--- src/rtl/isc_pkg.sv ---
package isc_pkg;
  typedef enum logic [1:0] {
    OP_CAL      = 2'd0,
    OP_MEAS_INT = 2'd1,
    OP_MEAS_EXT = 2'd2,
    OP_RSVD     = 2'd3
  } isc_op_e;

  typedef enum logic [2:0] {
    ST_IDLE,
    ST_REQ,
    ST_WAIT,
    ST_D1_GO,
    ST_D1_RUN,
    ST_D2_GO,
    ST_D2_RUN
  } isc_state_e;

  localparam int CH_GAIN         = 3;
  localparam int CH_OFS_INT      = 6;
  localparam int CH_OFS_EXT      = 5;
  localparam int CH_SNS_INT      = 0;
  localparam int CH_SNS_EXT      = 1;
  localparam int REF_UV          = 17857;
  localparam int RS_NOMINAL_UOHM = 10000;
  localparam int TRIM_MUL        = 125;  // 15625 nohm / 1000 = 125/8 uohm
endpackage

--- src/rtl/isc_trim.sv ---
module isc_trim
  import isc_pkg::*;
#(
  parameter int OUT_W = 32
) (
  input  logic             clk,
  input  logic             rst,
  input  logic [7:0]       trim,
  output logic [OUT_W-1:0] rs_uohm
);
  logic [13:0] prod;
  logic [13:0] up_step;
  logic [13:0] dn_step;

  always_comb begin
    prod    = 14'(trim[6:0]) * 14'(TRIM_MUL);
    up_step = prod >> 3;              // floor for the positive direction
    dn_step = (prod + 14'd7) >> 3;    // ceiling for the negative direction
  end

  always_ff @(posedge clk) begin
    if (rst) rs_uohm <= OUT_W'(RS_NOMINAL_UOHM);
    else if (trim[7]) rs_uohm <= OUT_W'(RS_NOMINAL_UOHM) - OUT_W'(dn_step);
    else rs_uohm <= OUT_W'(RS_NOMINAL_UOHM) + OUT_W'(up_step);
  end
endmodule

--- src/rtl/isc_timer.sv ---
module isc_timer #(
  parameter int unsigned LIMIT = 4000
) (
  input  logic clk,
  input  logic rst,
  input  logic clr,
  input  logic en,
  output logic expired
);
  localparam int CW = $clog2(LIMIT + 1);
  logic [CW-1:0] cnt;

  always_ff @(posedge clk) begin
    if (rst || clr) cnt <= '0;
    else if (en && !expired) cnt <= cnt + 1'b1;
  end

  assign expired = en && (cnt == CW'(LIMIT - 1));
endmodule

--- src/rtl/isc_div.sv ---
module isc_div #(
  parameter int W = 32
) (
  input  logic                clk,
  input  logic                rst,
  input  logic                start,
  input  logic signed [W-1:0] num,
  input  logic signed [W-1:0] den,
  output logic                done,
  output logic                dz,
  output logic signed [W-1:0] quot
);
  localparam int CW = $clog2(W + 1);

  logic [W-1:0]  a_q, b_q, q_q;
  logic [W:0]    rem_q;
  logic [W:0]    trial;
  logic [CW-1:0] cnt_q;
  logic          busy_q, neg_q;

  always_comb trial = {rem_q[W-1:0], a_q[W-1]};

  always_ff @(posedge clk) begin
    if (rst) begin
      a_q <= '0; b_q <= '0; q_q <= '0; rem_q <= '0; cnt_q <= '0;
      busy_q <= 1'b0; neg_q <= 1'b0; done <= 1'b0; dz <= 1'b0;
    end else begin
      done <= 1'b0;
      if (start) begin
        neg_q <= num[W-1] ^ den[W-1];
        q_q   <= '0;
        rem_q <= '0;
        a_q   <= num[W-1] ? $unsigned(-num) : $unsigned(num);
        b_q   <= den[W-1] ? $unsigned(-den) : $unsigned(den);
        if (den == '0) begin
          done   <= 1'b1;
          dz     <= 1'b1;
          busy_q <= 1'b0;
        end else begin
          dz     <= 1'b0;
          busy_q <= 1'b1;
          cnt_q  <= CW'(W);
        end
      end else if (busy_q) begin
        a_q <= a_q << 1;
        if (trial >= {1'b0, b_q}) begin
          rem_q <= trial - {1'b0, b_q};
          q_q   <= {q_q[W-2:0], 1'b1};
        end else begin
          rem_q <= trial;
          q_q   <= {q_q[W-2:0], 1'b0};
        end
        cnt_q <= cnt_q - 1'b1;
        if (cnt_q == CW'(1)) begin
          busy_q <= 1'b0;
          done   <= 1'b1;
        end
      end
    end
  end

  assign quot = neg_q ? -$signed(q_q) : $signed(q_q);
endmodule

--- src/rtl/isense_cal.sv ---
module isense_cal
  import isc_pkg::*;
#(
  parameter int unsigned CLK_HZ   = 1_000_000,
  parameter int unsigned AVG_LOG2 = 0,
  parameter int unsigned CONV_US  = 2000,
  parameter int          DATA_W   = 16,
  parameter int          RS_W     = 24,
  parameter int          RES_W    = 32,
  parameter int          CH_W     = 4
) (
  input  logic              clk,
  input  logic              rst,
  input  logic              cmd_valid,
  input  logic [1:0]        cmd_op,
  output logic              cmd_ready,
  input  logic [7:0]        trim_byte,
  input  logic              ext_rs_cfg,
  input  logic [RS_W-1:0]   ext_rs_uohm,
  output logic              adc_req_valid,
  output logic [CH_W-1:0]   adc_req_chan,
  input  logic              adc_rsp_valid,
  input  logic [DATA_W-1:0] adc_rsp_data,
  output logic              res_valid,
  output logic              res_error,
  output logic [RES_W-1:0]  res_value
);
  localparam longint unsigned TO_CYC_L =
    ((64'(2 * CONV_US)) << AVG_LOG2) * 64'(CLK_HZ) / 64'd1_000_000;
  localparam int unsigned TO_CYC = int'(TO_CYC_L);

  isc_state_e        state;
  logic [1:0]        step;
  logic              is_cal, sel_ext, cal_ok;
  logic [CH_W-1:0]   chan;
  logic [DATA_W-1:0] gain_q, ofs_int_q, ofs_ext_q, raw_q;
  logic signed [RES_W-1:0] vs_q;

  logic [DATA_W-1:0]       ofs_sel;
  logic signed [DATA_W:0]  diff, gden;
  logic signed [RES_W-1:0] num1, rs_eff, div_num, div_den, div_quot;
  logic [RES_W-1:0]        rs_int;
  logic                    div_start, div_done, div_dz, to_exp;

  isc_trim #(.OUT_W(RES_W)) u_trim (
    .clk(clk), .rst(rst), .trim(trim_byte), .rs_uohm(rs_int)
  );

  isc_timer #(.LIMIT(TO_CYC)) u_timer (
    .clk(clk), .rst(rst), .clr(state == ST_REQ), .en(state == ST_WAIT),
    .expired(to_exp)
  );

  always_comb begin
    ofs_sel = sel_ext ? ofs_ext_q : ofs_int_q;
    diff    = $signed({1'b0, raw_q})  - $signed({1'b0, ofs_sel});
    gden    = $signed({1'b0, gain_q}) - $signed({1'b0, ofs_sel});
    num1    = RES_W'(diff) * RES_W'(REF_UV);
    if (!sel_ext)        rs_eff = $signed(rs_int);
    else if (ext_rs_cfg) rs_eff = $signed(RES_W'(ext_rs_uohm));
    else                 rs_eff = RES_W'(RS_NOMINAL_UOHM);
    div_start = (state == ST_D1_GO) || (state == ST_D2_GO);
    div_num   = (state == ST_D2_GO) ? vs_q   : num1;
    div_den   = (state == ST_D2_GO) ? rs_eff : RES_W'(gden);
  end

  isc_div #(.W(RES_W)) u_div (
    .clk(clk), .rst(rst), .start(div_start), .num(div_num), .den(div_den),
    .done(div_done), .dz(div_dz), .quot(div_quot)
  );

  assign cmd_ready = (state == ST_IDLE);

  always_ff @(posedge clk) begin
    if (rst) begin
      state <= ST_IDLE; step <= '0; is_cal <= 1'b0; sel_ext <= 1'b0;
      cal_ok <= 1'b0; chan <= '0; gain_q <= '0; ofs_int_q <= '0;
      ofs_ext_q <= '0; raw_q <= '0; vs_q <= '0;
      adc_req_valid <= 1'b0; adc_req_chan <= '0;
      res_valid <= 1'b0; res_error <= 1'b0; res_value <= '0;
    end else begin
      res_valid     <= 1'b0;
      adc_req_valid <= 1'b0;
      case (state)
        ST_IDLE: if (cmd_valid) begin
          case (cmd_op)
            OP_CAL: begin
              is_cal <= 1'b1; cal_ok <= 1'b0; step <= 2'd0;
              chan <= CH_W'(CH_GAIN); state <= ST_REQ;
            end
            OP_MEAS_INT, OP_MEAS_EXT: begin
              is_cal  <= 1'b0;
              sel_ext <= (cmd_op == OP_MEAS_EXT);
              chan    <= (cmd_op == OP_MEAS_EXT) ? CH_W'(CH_SNS_EXT) : CH_W'(CH_SNS_INT);
              if (cal_ok) state <= ST_REQ;
              else begin
                res_valid <= 1'b1; res_error <= 1'b1; res_value <= '0;
              end
            end
            default: begin
              res_valid <= 1'b1; res_error <= 1'b1; res_value <= '0;
            end
          endcase
        end
        ST_REQ: begin
          adc_req_valid <= 1'b1;
          adc_req_chan  <= chan;
          state         <= ST_WAIT;
        end
        ST_WAIT: begin
          if (adc_rsp_valid) begin
            if (is_cal) begin
              case (step)
                2'd0: begin
                  gain_q <= adc_rsp_data; step <= 2'd1;
                  chan <= CH_W'(CH_OFS_INT); state <= ST_REQ;
                end
                2'd1: begin
                  ofs_int_q <= adc_rsp_data;
                  if (adc_rsp_data == gain_q) begin
                    res_valid <= 1'b1; res_error <= 1'b1; res_value <= '0;
                    state <= ST_IDLE;
                  end else begin
                    step <= 2'd2; chan <= CH_W'(CH_OFS_EXT); state <= ST_REQ;
                  end
                end
                default: begin
                  ofs_ext_q <= adc_rsp_data;
                  res_valid <= 1'b1; res_value <= '0; state <= ST_IDLE;
                  if (adc_rsp_data == gain_q) res_error <= 1'b1;
                  else begin
                    res_error <= 1'b0; cal_ok <= 1'b1;
                  end
                end
              endcase
            end else begin
              raw_q <= adc_rsp_data;
              state <= ST_D1_GO;
            end
          end else if (to_exp) begin
            res_valid <= 1'b1; res_error <= 1'b1; res_value <= '0;
            state <= ST_IDLE;
          end
        end
        ST_D1_GO: state <= ST_D1_RUN;
        ST_D1_RUN: if (div_done) begin
          if (div_dz) begin
            res_valid <= 1'b1; res_error <= 1'b1; res_value <= '0;
            state <= ST_IDLE;
          end else begin
            vs_q  <= div_quot;
            state <= ST_D2_GO;
          end
        end
        ST_D2_GO: state <= ST_D2_RUN;
        ST_D2_RUN: if (div_done) begin
          res_valid <= 1'b1;
          res_error <= div_dz;
          res_value <= div_dz ? '0 : $unsigned(div_quot);
          state     <= ST_IDLE;
        end
        default: state <= ST_IDLE;
      endcase
    end
  end
endmodule

--- config.mk ---
export PLATFORM = sky130hd
export DESIGN_NAME = isense_cal
export DESIGN_NICKNAME = d
export VERILOG_FILES = /design/src/rtl/isc_pkg.sv /design/src/rtl/isc_trim.sv /design/src/rtl/isc_timer.sv /design/src/rtl/isc_div.sv /design/src/rtl/isense_cal.sv
export SDC_FILE = /design/constraint.sdc
export NUM_CORES = 1
export LEC_CHECK = 0
export ABC_AREA = 1
export BUFFER_PORTS_ARGS = -buffer_cell sky130_fd_sc_hd__buf_4
export CORE_AREA = 3 3 200 202
export CTS_CLUSTER_DIAMETER = 40
export CTS_CLUSTER_SIZE = 10
export DETAILED_ROUTE_END_ITERATION = 6
export DIE_AREA = 0 0 203 205
export GPL_TIMING_DRIVEN = 0
export PLACE_DENSITY_LB_ADDON = 0.3
export RECOVER_POWER = 50
export SLEW_MARGIN = 5
export SYNTH_ARGS = -nofsm -noshare
export SYNTH_HDL_FRONTEND = slang
export SYNTH_SLANG_ARGS = --single-unit
--- constraint.sdc ---
create_clock -name clk -period 8.6 [get_ports clk]
set_input_delay 1.72 -clock clk [delete_from_list [all_inputs] [get_ports clk]]
set_output_delay 1.72 -clock clk [all_outputs]
set_load 0.01 [all_outputs]
==> impl_metrics.json <==
{
  "clock.fmax_mhz": 123,
  "syn2layout_area_growth_pct": 10.8,
  "hpwlAfterDp_um": 57000,
  "multi_input_area_um2": 15700,
  "vias": 24000,
  "seqCellArea_um2": 6190,
  "seq_area_frac_synth": 0.253,
  "synthArstFlopShare": 0,
  "firstDrtPassIters": 7,
  "routed_wl_um": 72600,
  "cts.htree.levels": 2,
  "finClkSkew_ns": 0.0360,
  "drt.antenna.violating_nets": 0,
  "wirelength_met1_um": 31100,
  "grt_pass1_wl_um": 117000,
  "syn-cell-area_um2": 24400,
  "ys_ff_latch": 309,
  "dieWidth_um": 203,
  "io_buffers": 91,
  "wl_met2_um": 32100,
  "finalSetupTns_ns": 0,
  "wire_per_inst_um": 17.0,
  "post-route-min-period_ns": 8.11,
  "fin_util": 0.704,
  "initialDrtViolationCount": 2607,
  "nNetsFinal": 4067,
  "ys.flop_type": "dfxtp_1",
  "path_clk_slew_ns": 0.05,
  "drc": 0,
  "drv_slew": 0,
  "gp_congestion": 0.990,
  "antenna_found_initial": 0,
  "rrSetupSlack_ns": 0.49,
  "cts-hold-fix-buffers": 0,
  "cp-end-kind": "flop",
  "reg2reg_to": "u_div.neg_q",
  "synth.avg_cell_area_um2": 6.82,
  "critical_path_arrival_ns": 8.52,
  "outcome": "complete, no violations",
  "initial_core_util": 0.636,
  "cts-root-buf": "clkbuf_16",
  "min_to": "u_div.b_q[29]",
  "cts_buffers": 43,
  "slowest_stage": "fa_1",
  "cts.sinks": 309,
  "cts_tree": "done",
  "drive_gt1_frac": 0.0607,
  "fp-row-count": 72,
  "fill_cells": 3280,
  "dieArea_um2": 41600,
  "coreArea_um2": 38500,
  "min_period_over_period": 0.943,
  "synth_warnings": 0,
  "slowest_delay_ns": 0.55,
  "hp-start": "u_div.b_q[29]",
  "setup_violations": 0,
  "clock_latency_ns": 0.58,
  "crit_fanout": 19,
  "cp_data_required_time_ns": 9.01,
  "rsz0062_at_grt": "false",
  "worstSetupPathType": "reg -> reg",
  "viasPerCell": 5.64,
  "cp_common_cell": "nand2_1",
  "highest-signal-layer": "met4",
  "first_global_vias": 22700,
  "hold_class": "reg -> reg",
  "synth_fp_nets": 3932,
  "grt_use_total": 0.348,
  "slew_headroom": 0.283,
  "diodes": 0,
  "synth_edf_count": 0,
  "clock_path_buffers": 3,
  "reg2reg_from": "sel_ext",
  "maxCapViolCount": 0,
  "hold-path-cell-count": 2,
  "cp-start-kind": "flop",
  "grt_max_degree": 22,
  "synthCells": 3583,
  "grt_overflow": 0,
  "io_pins": 95,
  "wl_met3_um": 6420,
  "finalHoldViolations": 0,
  "yosysUniqueCellTypes": 68,
  "dieHeight_um": 205,
  "worst_pin_slew_ns": 1.07,
  "reg2reg_depth": 39
}
==> kinds of logic (layout without fill, tap and decap cells) <==
group / count (synthesis) / in the layout / share of synthesized area
AO/OA/AOI/OAI: 622 / 622 / 0.143
XOR/XNOR: 149 / 149 / 0.0543
adder cells (fa/ha/maj): 294 / 294 / 0.175
buffers and inverters: 677 / 832 / 0.109
flip-flops: 309 / 309 / 0.253
multiplexers: 16 / 16 / 0.00655
other: 1 / 1 / 0.000153
AND/OR/NAND/NOR: 1515 / 1515 / 0.259
==> per-stage QoR <==
stage | setup WS, ns | cells | hold slack [ns] | cell area, µm²
6_report | 0.493 | 4256 | 0.452 | 27100
5_1_grt | 0.0413 | 4256 | 0.473 | 27100
4_1_cts | 0.0558 | 4257 | 0.453 | 27200
3_5_place_dp | -0.970 | 4192 | 0.445 | 25800
3_3_place_gp | -0.824 | 4192 | 0.435 | 25800
2_1_floorplan | 0.796 | 3583 | 0.420 | 24400
==> cell type report <==
cell class,instances,area share
multi-input cells,2597,0.580
clock inverters,14,0.00762
repair buffers,92,0.0197
plain buffers,113,0.0202
well taps,518,0.0239
inverters,562,0.0779
flip-flops and latches,309,0.228
clock buffers,51,0.0423
==> synth_stat cells (all sizes together), types with 3 or more instances <==
cell     count  share of area
a211oi       7         0.0021
a21boi       5         0.0017
a21o         5         0.0015
a21oi      229          0.047
a221o        3         0.0012
a22oi        3        0.00092
a31o         4         0.0014
a31oi       10         0.0026
buf         42          0.011
clkbuf      73          0.011
dfxtp      309           0.25
fa          80          0.066
ha         214           0.11
inv        560          0.086
mux2i       16         0.0066
nand2      753           0.12
nand3      174          0.037
nand3b      22         0.0068
nand4       39          0.010
nor2       459          0.071
nor3        38         0.0089
nor3b        3         0.0011
nor4        12         0.0033
o2111ai      3         0.0011
o211ai      30         0.0092
o21a         6         0.0018
o21ai      239          0.050
o21bai      12         0.0037
o22ai       48          0.012
or2         13         0.0033
xnor2       61          0.022
xor2        88          0.032
==> cells in the final DEF (no fill, tap or decap), types with 11 or more instances in the layout <==
| cell type | instances |
|---|---|
| o21ai_1 | 18 |
| a21oi_1 | 224 |
| xnor2_1 | 56 |
| nand3b_1 | 22 |
| buf_2 | 18 |
| mux2i_1 | 11 |
| dfxtp_1 | 308 |
| xor2_1 | 85 |
| o21bai_1 | 12 |
| o21ai_0 | 215 |
| nor4_1 | 11 |
| nand3_1 | 168 |
| fa_1 | 80 |
| o211ai_1 | 30 |
| ha_1 | 213 |
| inv_1 | 552 |
| buf_4 | 58 |
| nand2_1 | 746 |
| nand4_1 | 38 |
| clkbuf_16 | 44 |
| nor3_1 | 35 |
| nor2_1 | 447 |
| or2_2 | 11 |
| o22ai_1 | 47 |
| clkbuf_1 | 119 |
| nor2_2 | 12 |
==> worst max path at each step <==
stage,start,slack [ns],end
after floorplan,sel_ext,0.80,u_div.a_q[30]
after global placement,sel_ext,-0.82,u_div.a_q[30]
after detailed placement,sel_ext,-0.97,u_div.neg_q
after CTS,sel_ext,0.06,u_div.a_q[24]
after global routing,sel_ext,0.04,u_div.a_q[24]
final,sel_ext,0.49,u_div.neg_q
==> registers in the layout (all words and copies together) (netlist names), 32 cells and up <==
| register | cells |
|---|---|
| vs_q | 32 |
| u_div.q_q | 32 |
| u_div.rem_q | 32 |
| res_value | 32 |
| u_div.a_q | 32 |
| u_div.b_q | 32 |
==> layer usage <==
layer	GRT usage	vias up
met1	0.470	10900
met5	0	-
met4	0.138	0
li1	-	11800
met3	0.0545	174
met2	0.560	1088
==> worst max-delay path, delay by kind of cell (launching register included) <==
family	cells	cell delay [ns]
adder cells (fa/ha/maj)	7	3.14
AND/OR/NAND/NOR	15	1.79
buffers and inverters	7	0.75
multiplexers	1	0.33
flip-flops	1	0.39
AO/OA/AOI/OAI	9	1.55
==> what timing repair did <==
| item | CTS | global route |
|---|---|---|
| setup endpoints to repair | 32 | 32 |
| pin swaps | 0 | 4 |
| buffers inserted | 0 | 1 |
| resized for setup | 14 | 25 |
Power is not shown: default switching activity piles up to over one toggle a cycle in this logic, so the estimate is an artifact.
